**src/rtl/fracn_divctl.sv**
```systemverilog
module fracn_divctl #(
  parameter int FRAC_W   = 19,
  parameter int INT_W    = 8,
  parameter int ADJ_W    = 18,
  parameter int DEF_INT  = 200,
  parameter int DEF_FRAC = 65536
) (
  input  logic              clk,
  input  logic              rst_n,
  input  logic              cfg_load,
  input  logic [INT_W-1:0]  cfg_int,
  input  logic [FRAC_W-1:0] cfg_frac,
  input  logic              adj_wr,
  input  logic [ADJ_W-1:0]  adj_code,
  output logic              div_pulse,
  output logic              mod_sel,
  output logic [INT_W-1:0]  ratio_now
);
  localparam int WORD_W = INT_W + FRAC_W;
  localparam int V_W    = FRAC_W + 3;
  localparam int P_W    = INT_W - 3;

  logic [INT_W-1:0]  stg_int;
  logic [FRAC_W-1:0] stg_frac;
  logic [ADJ_W-1:0]  stg_adj;
  logic [WORD_W-1:0] adj_ext, eff_word;
  logic [INT_W-1:0]  eff_int, n_next, n_cur;
  logic [FRAC_W-1:0] eff_frac, err1, err2, err_new;
  logic [V_W-1:0]    acc;
  logic [2:0]        step;
  logic [3:0]        pre_cnt;
  logic [P_W-1:0]    prog_cnt, p_cur;
  logic [2:0]        swl_left;
  logic              pre_end;

  always_ff @(posedge clk or negedge rst_n)
    if (!rst_n) begin
      stg_int  <= INT_W'(DEF_INT);
      stg_frac <= FRAC_W'(DEF_FRAC);
      stg_adj  <= '0;
    end else begin
      if (cfg_load) begin
        stg_int  <= cfg_int;
        stg_frac <= cfg_frac;
      end
      if (adj_wr) stg_adj <= adj_code;
    end

  assign adj_ext  = {{(WORD_W-ADJ_W){stg_adj[ADJ_W-1]}}, stg_adj};
  assign eff_word = {stg_int, stg_frac} + adj_ext;
  assign eff_int  = eff_word[WORD_W-1:FRAC_W];
  assign eff_frac = eff_word[FRAC_W-1:0];

  assign acc     = {3'b000, eff_frac} + {2'b00, err1, 1'b0} - {3'b000, err2};
  assign step    = acc[V_W-1:FRAC_W];
  assign err_new = acc[FRAC_W-1:0];
  assign n_next  = eff_int + {{(INT_W-3){step[2]}}, step};

  assign p_cur     = n_cur[INT_W-1:3];
  assign mod_sel   = |swl_left;
  assign pre_end   = pre_cnt == (mod_sel ? 4'd8 : 4'd7);
  assign div_pulse = pre_end && (prog_cnt == p_cur - P_W'(1));
  assign ratio_now = n_cur;

  always_ff @(posedge clk or negedge rst_n)
    if (!rst_n) begin
      n_cur    <= INT_W'(DEF_INT);
      err1     <= '0;
      err2     <= '0;
      pre_cnt  <= '0;
      prog_cnt <= '0;
      swl_left <= 3'(DEF_INT % 8);
    end else if (div_pulse) begin
      n_cur    <= n_next;
      err1     <= err_new;
      err2     <= err1;
      pre_cnt  <= '0;
      prog_cnt <= '0;
      swl_left <= n_next[2:0];
    end else if (pre_end) begin
      pre_cnt  <= '0;
      prog_cnt <= prog_cnt + P_W'(1);
      if (mod_sel) swl_left <= swl_left - 3'd1;
    end else begin
      pre_cnt  <= pre_cnt + 4'd1;
    end
endmodule

```
**config.mk**
```make
export PLATFORM = sky130hd
export DESIGN_NAME = fracn_divctl
export DESIGN_NICKNAME = d
export VERILOG_FILES = /design/src/rtl/fracn_divctl.sv
export SDC_FILE = /design/constraint.sdc
export NUM_CORES = 1
export LEC_CHECK = 0
export ABC_AREA = 1
export BUFFER_PORTS_ARGS = -buffer_cell sky130_fd_sc_hd__buf_2
export CELL_PAD_IN_SITES_DETAIL_PLACEMENT = 0
export CELL_PAD_IN_SITES_GLOBAL_PLACEMENT = 1
export CORE_MARGIN = 2
export CORE_UTILIZATION = 48
export CTS_BUF_LIST = sky130_fd_sc_hd__clkbuf_2 sky130_fd_sc_hd__clkbuf_4 sky130_fd_sc_hd__clkbuf_8
export CTS_CLUSTER_SIZE = 14
export DETAILED_ROUTE_END_ITERATION = 16
export PLACE_DENSITY_LB_ADDON = 0.05
export SYNTH_ARGS = -nofsm -noshare
export SYNTH_HDL_FRONTEND = slang
export SYNTH_SLANG_ARGS = --single-unit
```
**constraint.sdc**
```tcl
create_clock -name clk -period 6.7 [get_ports clk]
set_input_delay 0.335 -clock clk [delete_from_list [all_inputs] [get_ports clk]]
set_output_delay 0.335 -clock clk [all_outputs]
set_load 0.01 [all_outputs]
```
-- Word-level counts from Yosys, hierarchy flattened
Index checks and enable logic that the tools add are counted.
- add/subtract/negate cells: 8
- mux-type cells: 8
- reduce and logical (&&, ||, !) cells: 5
- equal/unequal tests: 2
- operators with widths (kind ; count):
    adder 27 bit ; 1
    subtractor 21 x 19 -> 22 bit ; 1
    adder 19 x 20 -> 21 bit ; 1
    two-way mux 4 bit ; 3
    two-way mux 5 bit ; 2
    two-way mux 3 bit ; 3
    adder 8 bit ; 1
    adder 5 x 1 -> 5 bit (second input constant) ; 1
    equality test 5 bit ; 1
    subtractor 5 x 1 -> 5 bit (second input constant) ; 1
    adder 4 x 1 -> 4 bit (second input constant) ; 1
    equality test 4 bit ; 1
    nonzero test 2 bit ; 2
    OR reduction 3 bit ; 1
    subtractor 3 x 1 -> 3 bit (second input constant) ; 1
    AND reduction 2 bit ; 1
    logical AND 1 bit ; 1
- input bits: 49
- flip-flop bits (word level): 103
- word-level logic and storage cells: 32

-- Logic depth before layout (Yosys ltp)
Gate-level depths: netlist (run 1).
- depth after elaboration: 6
- depth in mapped cells: 31
- gate-level depth less buffers: 31

-- Worst setup path before layout (run 1)
Ideal clock, no wire load.
- path type: flip-flop to flip-flop
- start: register stg_frac[0]
- end: register n_cur[6], in the netlist ratio_now[6]
- cell stages (with the launch flop): 28
- setup slack: 1698 ps
- data arrival time: 4923 ps
- data required time: 6621 ps
- cells stage by stage: dfrtp_1 -> ha_1 -> fa_1 -> a31o_2 -> a21oi_1 -> o21ai_0 -> xor2_1 -> fa_1 -> ha_1 -> nand2_1 -> nor3_1 -> a21oi_1 -> o21bai_1 -> nand2_1 -> nand2_1 -> xor2_1 -> ha_1 -> inv_1 -> fa_1 -> or2_2 -> nand2_1 -> nand2_1 -> nand2_1 -> a21oi_1 -> nor2_1 -> nor2_1 -> xor2_1 -> o21ai_0
- longest elaborated chain between the ends: 4
- ends and longest elaborated chain (item ; line ; RTL):
    start, declared ; 24 ; logic [FRAC_W-1:0] stg_frac;
    start signal, assigned ; 39 ; stg_frac <= FRAC_W'(DEF_FRAC);
    start signal, assigned ; 44 ; stg_frac <= cfg_frac;
    adder 27 bit * ; 50 ; assign eff_word = {stg_int, stg_frac} + adj_ext;
    adder 19 x 20 -> 21 bit ; 54 ; assign acc = {3'b000, eff_frac} + {2'b00, err1, 1'b0} - {3'b000, err2};
    subtractor 21 x 19 -> 22 bit ; 54 ;
    adder 8 bit * ; 57 ; assign n_next = eff_int + {{(INT_W-3){step[2]}}, step};
    end signal, assigned ; 67 ; n_cur <= INT_W'(DEF_INT);
    end signal, assigned ; 74 ; n_cur <= n_next;
    end, declared ; 27 ; logic [INT_W-1:0] eff_int, n_next, n_cur;
Mark *: on every way between the ends. The rest lies on a longest branch, timed or not.
A chain may end at the register's enable or synchronous reset.

-- Final worst setup path (run 1)
Same ends and word-level chain as after synthesis.

==> flow_summary_export.csv, run 1 <==
group,metric,value,unit
drt,wl,15400,um
global_route,grt.overflow.total,0,
timing,slew_viol_final,0,
timing,fmax,180,MHz
drt,drt_iter0_markers,250,
timing,fin_skew,0.0246,ns
logic_synthesis,netlist_instances,834,
logic_synthesis,synth.area.top_cells,"dfrtp_1 (33%), ha_1 (10%), nand2_1 (9.4%)",
floorplan,initial_utilization,49.3,%
place,place_congestion,0.869,
place,dp.final_hpwl,12100,um
logic_synthesis,synth_edf_count,0,
critical_path,crit_arrival,5.88,ns
global_route,grt_pass1_wl,27200,um
timing,relSlewSlack,37.8,%
critical_path,cp_data_required_time,7.03,ns
logic_synthesis,netlist_area,7190,sq um
floorplan,die_area,16000,sq um
critical_path,slowest_delay,0.45,ns
floorplan,ios,59,
critical_path,worst-path-buf-inv,1,
timing,rsz0062_at_grt,"no",
outcome,status,"finished, final reports clean",
drt,viasPerCell,5.14,
logic_synthesis,synthFlopType,"dfrtp_1",
floorplan,core,14600,sq um
timing,period_share,82.9,%
layout,fillers,1396,
place,port_buffers,58,
drt,drc,0,
logic_synthesis,synth_fp_nets,963,
critical_path,cpMostUsedCell,"nand2_1",
pwr,power.switching,1180,uW
critical_path,critPathTopFamily,"adder cells",
logic_synthesis,synth_top_area_share,33.4,%
drt,wl_per_cell,14.3,um
critical_path,cp-start-kind,"flip-flop",
drt,dr.pass1.iters,4,
critical_path,critPathMaxFanout,4,
pwr,netSwitchingFraction,45.9,%
clocking,htree_num_levels,3,
clocking,root_buffer,"clkbuf_8",
logic_synthesis,yosysTopAreaCell,"dfrtp_1",
floorplan,rows,44,
logic_synthesis,yosys_warnings,0,
logic_synthesis,synth_most_common_cell,"nand2_1",
timing,worst_hold_slack,0.151,ns
pwr,seqPwrFrac,26.1,%
logic_synthesis,ys_async_sr_fraction,100,%
pwr,powerDensity,328,nW/um^2
pwr,internal_power,1390,uW
critical_path,slowest_stage,"fa_1",
clocking,cts_tree,"built",
logic_synthesis,ys_seq_elements,103,
clocking,clk_path_buf_depth,2,
critical_path,path_class,"flip-flop to flip-flop",
global_route,grt_max_degree,75,
clocking,insertion_delay,0.41,ns
floorplan,die_w,126,um
floorplan,die_y,126,um
logic_synthesis,syn_avg_cell_area,8.62,sq um
timing,finalSetupTns,0,ns
drt,vias,5551,
clocking,clk_pin_slew,0.12,ns
layout,antenna_cells,0,
drt,ant_nets,0,
layout,syn2layout_area_growth,9.00,%
clocking,cts_buffers,9,
global_route,grt_pass1_vias,5689,
timing,setup_viol,0,
timing,hold_violations,0,
pwr,p_comb_share,58.5,%
timing,worst_pin_slew,0.933,ns
timing,fin_crit,5.56,ns
logic_synthesis,synth-seq-area-share,36.0,%
clocking,cts_sinks,103,
pwr,leakage,0.00379,uW
logic_synthesis,synth_common_cells,"nand2_1 (180), dfrtp_1 (96), inv_1 (91)",
pwr,clockPowerShare,15.5,%
global_route,antenna_found_initial,0,
pwr,worst_ir_drop_vdd,0.145,mV
critical_path,cp-end-kind,"flip-flop",
clocking,cts_resized,0,
hold_path,hold_class,"input port to flip-flop",
global_route,gr-usage-all-layers,21.0,%
logic_synthesis,synth.distinct_cells,38,
flow_run,max-cap-violations,0,
layout,drive_gt1_share,16.2,%
layout,num-nets-final,1019,
==> path summary, 6_finish.rpt <==
path / startpoint / end / slack, ns / cells past startpoint
max in group asynchronous: rst_n / prog_cnt[0] / 5.04 / 3
min in group asynchronous: rst_n / err1[0] / 0.39 / 2
min reg2reg: ratio_now[1] / ratio_now[1] / 0.48 / 2
min: adj_code[3] / stg_adj[3] / 0.15 / 2
max reg2reg: stg_frac[0] / ratio_now[6] / 1.14 / 27
max: stg_frac[0] / ratio_now[6] / 1.14 / 27
==> per-layer routing <==
metal / track usage (%) / part of all wire (%) / routed length (um)
met1: 29.6 / 50 / 7800
met2: 33.8 / 46 / 7040
met3: 4.13 / 2.9 / 446
met4: 4.59 / 1.1 / 163
met5: 0 / 0 / 0
==> what timing repair did <==
item,in CTS,in global routing
hold buffers,1,0
buffers inserted,0,0
endpoints found under the hold margin,29,0
setup endpoints to repair,0,0
==> cells by family after synthesis <==
family | after synthesis | share of synthesized area, %
flip-flops | 103 | 36.0
buffers and inverters | 110 | 6.27
AO/OA/AOI/OAI | 151 | 11.6
multiplexers | 45 | 7.05
AND/OR/NAND/NOR | 296 | 17.0
adder cells (fa/ha/maj) | 80 | 16.1
XOR/XNOR | 49 | 5.97
==> cell usage in the layout, fill, tap and decap left out, types with 3 or more instances in the layout <==
cell,Yosys,layout
a21o_1,3,3
a21oi_1,61,61
buf_2,9,57
buf_4,1,3
clkbuf_8,0,10
dfrtp_1,96,96
dfstp_2,7,7
fa_1,21,21
ha_1,59,59
inv_1,91,91
inv_2,3,3
inv_8,0,3
mux2_2,45,45
nand2_1,180,180
nand3_1,33,33
nand4_1,10,10
nor2_1,56,56
nor3_1,6,6
o21a_1,4,4
o21ai_0,57,57
o21ai_1,11,11
o21bai_1,4,4
or2_2,5,5
xnor2_1,19,19
xor2_1,30,30
==> power groups by stage <==
stage	registers, uW	logic (uW)	clock network (uW)
floorplan	675	1150	0
global placement	680	1490	0
detailed placement	682	1490	0
CTS	670	1500	414
global route	674	1740	441
finish	669	1500	397
==> cell type report <==
| cell class | instances | area [sq um] | share of cell area (%) |
|---|---|---|---|
| Clock inverter | 6 | 58.8 | 0.751 |
| Tap cell | 184 | 230 | 2.94 |
| Multi-Input combinational cell | 621 | 4150 | 53.0 |
| Clock buffer | 10 | 138 | 1.76 |
| Inverter | 94 | 353 | 4.50 |
| Sequential cell | 103 | 2590 | 33.0 |
| Timing Repair Buffer | 61 | 318 | 4.06 |
==> flip-flops by register name, indices dropped and copies added (netlist names) <==
signal / count
err1: 19
err2: 19
stg_frac: 19
stg_adj: 18
ratio_now: 8
stg_int: 8
prog_cnt: 5
pre_cnt: 4
swl_left: 3
==> worst reg2reg max path, delay by kind of cell (launching register included) <==
family | cells | cell delay (ns)
fa+ha+maj | 6 | 2.03
compound gates | 7 | 1.28
simple gates | 10 | 1.18
xor+xnor | 3 | 0.52
flops | 1 | 0.40
buf+inv | 1 | 0.06
==> through the flow <==
stage          power [uW]  instance area (sq um)  std cells  utilization, %  setup WS (ns)
2_1_floorplan        1830                   7190        834               -           1.70
3_3_place_gp         2170                   7630       1062            52.3           1.31
3_5_place_dp         2180                   7630       1062            52.3           1.15
4_1_cts              2590                   7840       1079            53.7           1.10
5_1_grt              2850                   7840       1079            53.7          0.539
6_report             2570                   7840       1079            53.7           1.14
(Power assumes the default switching activity.)
==> run 2: changes to the inputs <==
--- a/config.mk
+++ b/config.mk
@@ -5,12 +5,12 @@
 export SDC_FILE = /design/constraint.sdc
 export NUM_CORES = 1
 export LEC_CHECK = 0
-export ABC_AREA = 1
+export ABC_AREA = 0
 export BUFFER_PORTS_ARGS = -buffer_cell sky130_fd_sc_hd__buf_2
 export CELL_PAD_IN_SITES_DETAIL_PLACEMENT = 0
 export CELL_PAD_IN_SITES_GLOBAL_PLACEMENT = 1
 export CORE_MARGIN = 2
-export CORE_UTILIZATION = 48
+export CORE_UTILIZATION = 44
 export CTS_BUF_LIST = sky130_fd_sc_hd__clkbuf_2 sky130_fd_sc_hd__clkbuf_4 sky130_fd_sc_hd__clkbuf_8
 export CTS_CLUSTER_SIZE = 14
 export DETAILED_ROUTE_END_ITERATION = 16
==> constraint.sdc (replaced) <==
create_clock -name clk -period 4.75 [get_ports clk]
set_input_delay 0.2375 -clock clk [delete_from_list [all_inputs] [get_ports clk]]
set_output_delay 0.2375 -clock clk [all_outputs]
set_load 0.01 [all_outputs]
==> flow_summary_export.csv, run 2 <==
group,metric,value,unit
timing,period_share,120,%
drt,wl,15900,um
place,place_congestion,0.946,
logic_synthesis,synth-seq-area-share,37.9,%
outcome,status,"finished with violations",
pwr,worst_ir_drop_vdd,0.225,mV
floorplan,core,15200,sq um
timing,worst_pin_slew,0.766,ns
critical_path,cpMostUsedCell,"o21ai_1",
layout,seq_area,2590,sq um
drt,dr.pass1.iters,4,
layout,antenna_cells,0,
clocking,insertion_delay,0.38,ns
layout,drive_gt1_share,39.5,%
global_route,grt_pass1_vias,5723,
global_route,grt_max_degree,60,
timing,relSlewSlack,48.6,%
outcome,violations,"negative setup slack",
drt,wl_per_cell,15.0,um
flow_run,max-cap-violations,0,
drt,drt_iter0_markers,165,
logic_synthesis,ys_async_sr_fraction,100,%
hold_path,hold_class,"input port to flip-flop",
pwr,p_total,5050,uW
layout,final_common_cell,"buf_4",
critical_path,critPathMaxFanout,4,
global_route,gr-usage-all-layers,20.9,%
global_route,grt.overflow.total,0,
timing,fin_crit,5.71,ns
logic_synthesis,synth_fp_nets,805,
floorplan,die_w,129,um
critical_path,cp_data_required_time,5.06,ns
layout,layout_common_cells,"buf_4 (144), dfrtp_1 (96), nand2_1 (73), buf_2 (57), o21ai_0 (54)",
clocking,cts_tree,"built",
pwr,powerDensity,558,nW/um^2
pwr,leakage,0.00421,uW
logic_synthesis,yosysTopAreaCell,"dfrtp_1",
floorplan,die_area,16500,sq um
timing,worst_hold_slack,0.0773,ns
floorplan,rows,45,
timing,slew_viol_final,0,
logic_synthesis,syn_avg_cell_area,10.1,sq um
logic_synthesis,netlist_instances,676,
logic_synthesis,yosys_warnings,0,
timing,setup_viol,9,
logic_synthesis,synth_top_area_share,35.2,%
logic_synthesis,synth.area.top_cells,"dfrtp_1 (35%), ha_1 (11%), mux2_2 (7.6%)",
clocking,htree_num_levels,3,
timing,setup_slack,-0.963,ns
critical_path,path_class,"flip-flop to flip-flop",
layout,multiInputGateArea,4480,sq um
critical_path,crit_arrival,6.03,ns
drt,ant_nets,0,
timing,rsz0062_at_grt,"yes",
critical_path,cp-start-kind,"flip-flop",
logic_synthesis,synth_common_cells,"dfrtp_1 (96), nand2_1 (74), o21ai_0 (68)",
critical_path,r2r_slack,-0.96,ns
critical_path,cp-end-kind,"flip-flop",
logic_synthesis,synthFlopType,"dfrtp_1",
floorplan,initial_utilization,44.9,%
logic_synthesis,ys_seq_elements,103,
global_route,antenna_found_initial,0,
place,dp.final_hpwl,11900,um
layout,num-nets-final,1002,
place,place_ws,-1.17,ns
layout,top_regs,"err1: 19 flops, err2: 19 flops, stg_frac: 19 flops",
timing,hold_violations,0,
drt,drc,0,
clocking,cts_sinks,103,
clocking,clk_pin_slew,0.10,ns
place,port_buffers,58,
drt,vias,5368,
timing,fmax,175,MHz
clocking,root_buffer,"clkbuf_8",
logic_synthesis,netlist_area,6830,sq um
logic_synthesis,synth.distinct_cells,61,
logic_synthesis,synth_most_common_cell,"dfrtp_1",
clocking,clk_path_buf_depth,2,
global_route,grt_pass1_wl,27500,um
critical_path,slowest_delay,0.48,ns
layout,final_util,59.6,%
floorplan,die_y,129,um
logic_synthesis,synth_edf_count,0,
layout,fillers,1313,
clocking,cts_buffers,9,
timing,fin_skew,0.00569,ns
drt,viasPerCell,5.04,
layout,syn2layout_area_growth,32.7,%
floorplan,ios,59,
critical_path,slowest_stage,"fa_1",
run 2: cells by family (layout without fill, tap and decap cells):
| family | Yosys count | in the layout | share of synthesized area, % |
|---|---|---|---|
| compound gates | 168 | 168 | 15.0 |
| simple gates | 161 | 161 | 10.9 |
| flops | 103 | 103 | 37.9 |
| fa+ha+maj | 80 | 80 | 17.0 |
| xor+xnor | 57 | 57 | 7.51 |
| buf+inv | 57 | 259 | 3.45 |
| mux | 50 | 50 | 8.25 |
run 2: cell type report:
type	instances	area share (%)
Tap cell	188	2.60
Multi-Input combinational cell	516	49.4
Sequential cell	103	28.6
Timing Repair Buffer	204	15.4
Inverter	39	1.63
Clock buffer	12	1.75
Clock inverter	4	0.580
run 2: per-stage QoR:
stage | cell area [sq um] | TNS, ns | cells
3_5_place_dp | 8250 | -6.00 | 1017
6_report | 9060 | -4.55 | 1066
3_3_place_gp | 8250 | -5.03 | 1017
5_1_grt | 9060 | -7.22 | 1066
2_1_floorplan | 6950 | -1.58 | 676
4_1_cts | 9000 | -2.89 | 1063
run 2: final timing paths:
kind	end	startpoint	cells past startpoint
setup / recovery	ratio_now[7]	stg_frac[0]	26
hold / removal	stg_adj[9]	adj_code[9]	2
setup reg to reg	ratio_now[7]	stg_frac[0]	26
hold reg to reg	ratio_now[0]	ratio_now[0]	2
max in group asynchronous	stg_int[7]	rst_n	3
min in group asynchronous	err2[4]	rst_n	2
run 2: power by group:
part | leakage [uW] | internal, uW | switching (uW)
Clock | 0.000110 | 281 | 316
Sequential | 0.00131 | 917 | 29.1
Combinational | 0.00280 | 1930 | 1570
run 2: repair_timing:
| item | CTS | global route |
|---|---|---|
| resized for setup | 59 | 7 |
| hold buffers | 1 | 0 |
| pin swaps | 40 | 9 |
| endpoints found under the hold margin | 55 | 0 |
| setup endpoints to repair | 11 | 10 |
| setup buffers | 31 | 6 |
run 2: routing by layer:
metal	vias to the layer above	track usage (%)	share of wire, %
li1	2743	-	-
met1	2549	29.1	50
met2	64	34.6	46
met3	12	2.91	2.6
met4	0	5.37	1.0
met5	-	0	0
run 2: worst max-delay path: cells and delay by family, from the launching register on:
family / cells / cell delay [ns]
adders and majority gates: 5 / 1.60
DFF: 1 / 0.40
AOI/OAI and AO/OA: 10 / 1.62
muxes: 1 / 0.27
and+or+nand+nor: 6 / 1.07
buffers and inverters: 1 / 0.16
xor gates and xnor gates: 3 / 0.53
==> run 3: changes to the inputs <==
--- a/config.mk
+++ b/config.mk
@@ -15,6 +15,7 @@
 export CTS_CLUSTER_SIZE = 14
 export DETAILED_ROUTE_END_ITERATION = 16
 export PLACE_DENSITY_LB_ADDON = 0.05
+export REMOVE_ABC_BUFFERS = 1
 export SYNTH_ARGS = -nofsm -noshare
 export SYNTH_HDL_FRONTEND = slang
 export SYNTH_SLANG_ARGS = --single-unit
==> flow_summary_export.csv, run 3 (same netlist as run 2, synthesis figures left out) <==
group,metric,value,unit
timing,fmax,174,MHz
timing,fin_skew,0.0112,ns
drt,viasPerCell,5.07,
flow_run,max-cap-violations,0,
timing,rsz0062_at_grt,"yes",
layout,final_common_cell,"buf_4",
timing,hold_violations,0,
critical_path,slowest_stage,"fa_1",
drt,wl,15500,um
timing,period_share,121,%
critical_path,cpMostUsedCell,"a21oi_2",
layout,syn2layout_area_growth,31.3,%
place,dp.final_hpwl,11700,um
drt,wl_per_cell,14.6,um
timing,worst_hold_slack,0.0807,ns
layout,antenna_cells,0,
floorplan,rows,45,
place,place_inst,1026,
timing,slew_viol_final,0,
global_route,grt_pass1_vias,5570,
critical_path,worst-path-buf-inv,1,
critical_path,critPathMaxFanout,2,
place,port_buffers,58,
clocking,root_buffer,"clkbuf_8",
hold_path,hold_class,"input port to flip-flop",
clocking,clk_path_buf_depth,2,
timing,setup_slack,-0.988,ns
global_route,grt.overflow.total,0,
clocking,cts_tree,"built",
pwr,p_total,5020,uW
global_route,antenna_found_initial,0,
pwr,powerDensity,560,nW/um^2
pwr,worst_ir_drop_vdd,0.272,mV
layout,drive_gt1_share,37.8,%
critical_path,path_class,"flip-flop to flip-flop",
timing,setup_viol,10,
clocking,insertion_delay,0.38,ns
place,place_congestion,0.860,
global_route,grt_pass1_wl,26700,um
global_route,gr-usage-all-layers,20.1,%
clocking,htree_num_levels,3,
layout,top_regs,"err1: 19 flops, err2: 19 flops, stg_frac: 19 flops",
global_route,grt_max_degree,59,
timing,relSlewSlack,50.8,%
layout,num-nets-final,992,
floorplan,core,15200,sq um
critical_path,cp_data_required_time,5.06,ns
layout,layout_common_cells,"buf_4 (131), dfrtp_1 (96), nand2_1 (73), buf_2 (57), o21ai_0 (55)",
clocking,clk_pin_slew,0.10,ns
critical_path,slowest_delay,0.47,ns
critical_path,cp-start-kind,"flip-flop",
clocking,cts_sinks,103,
drt,dr.pass1.iters,4,
outcome,violations,"negative setup slack",
timing,fin_crit,5.74,ns
pwr,leakage,0.00420,uW
floorplan,die_area,16500,sq um
drt,drt_iter0_markers,141,
layout,fillers,1306,
drt,ant_nets,0,
layout,final_area,8960,sq um
critical_path,cp-end-kind,"flip-flop",
floorplan,die_w,129,um
critical_path,crit_arrival,6.04,ns
layout,seq_area,2590,sq um
layout,multiInputGateArea,4420,sq um
timing,worst_pin_slew,0.738,ns
critical_path,critPathTopFamily,"compound AO/OA/AOI/OAI gates",
floorplan,ios,59,
floorplan,die_y,129,um
place,place_area,8200,sq um
layout,layout.cells.non_filler,1056,
drt,drc,0,
clocking,cts_buffers,9,
outcome,status,"finished with violations",
drt,vias,5352,
floorplan,initial_utilization,44.9,%
==> run 3: power by group <==
group,leakage [uW],switching [uW],internal (uW)
logic,0.00277,1500,1910
registers,0.00131,27.3,917
clock network,0.000124,304,356
==> run 3: timing repair <==
action,in CTS,in global routing
resized for setup,52,27
setup buffers,9,5
hold buffers,1,0
pin swaps,29,27
hold endpoints to repair,41,0
endpoints found under the setup margin,11,12
==> run 3: final cells by class <==
class | count | share of cell area [%]
Tap cell | 188 | 2.62
Timing Repair Buffer | 194 | 14.9
Sequential cell | 103 | 28.9
Multi-Input combinational cell | 516 | 49.3
Clock buffer | 10 | 1.47
Inverter | 39 | 1.65
Clock inverter | 6 | 1.21
==> run 3: per-stage QoR <==
step	setup TNS [ns]	util (%)	setup slack (ns)
floorplan	-4.38	-	-1.09
global placement	-6.50	53.9	-1.25
finish	-6.33	58.9	-0.988
detailed placement	-8.03	53.9	-1.47
CTS	-5.94	57.5	-1.14
global route	-8.73	58.9	-1.30
==> run 3: metal layers <==
metal | track usage, % | up-vias | wire [um]
met1 | 28.5 | 2543 | 7860
li1 | - | 2728 | -
met2 | 32.4 | 68 | 6990
met4 | 5.18 | 0 | 164
met5 | 0 | - | 0
met3 | 3.37 | 13 | 449
==> run 3: final timing paths <==
check | start | endpoint | slack [ns] | cells after the start
hold reg to reg | ratio_now[2] | ratio_now[2] | 0.48 | 2
setup reg to reg | stg_adj[4] | ratio_now[7] | -0.99 | 27
setup / recovery | stg_adj[4] | ratio_now[7] | -0.99 | 27
min in group asynchronous | rst_n | stg_frac[1] | 0.43 | 2
max in group asynchronous | rst_n | err2[16] | 3.15 | 3
hold / removal | adj_code[6] | stg_adj[6] | 0.08 | 2
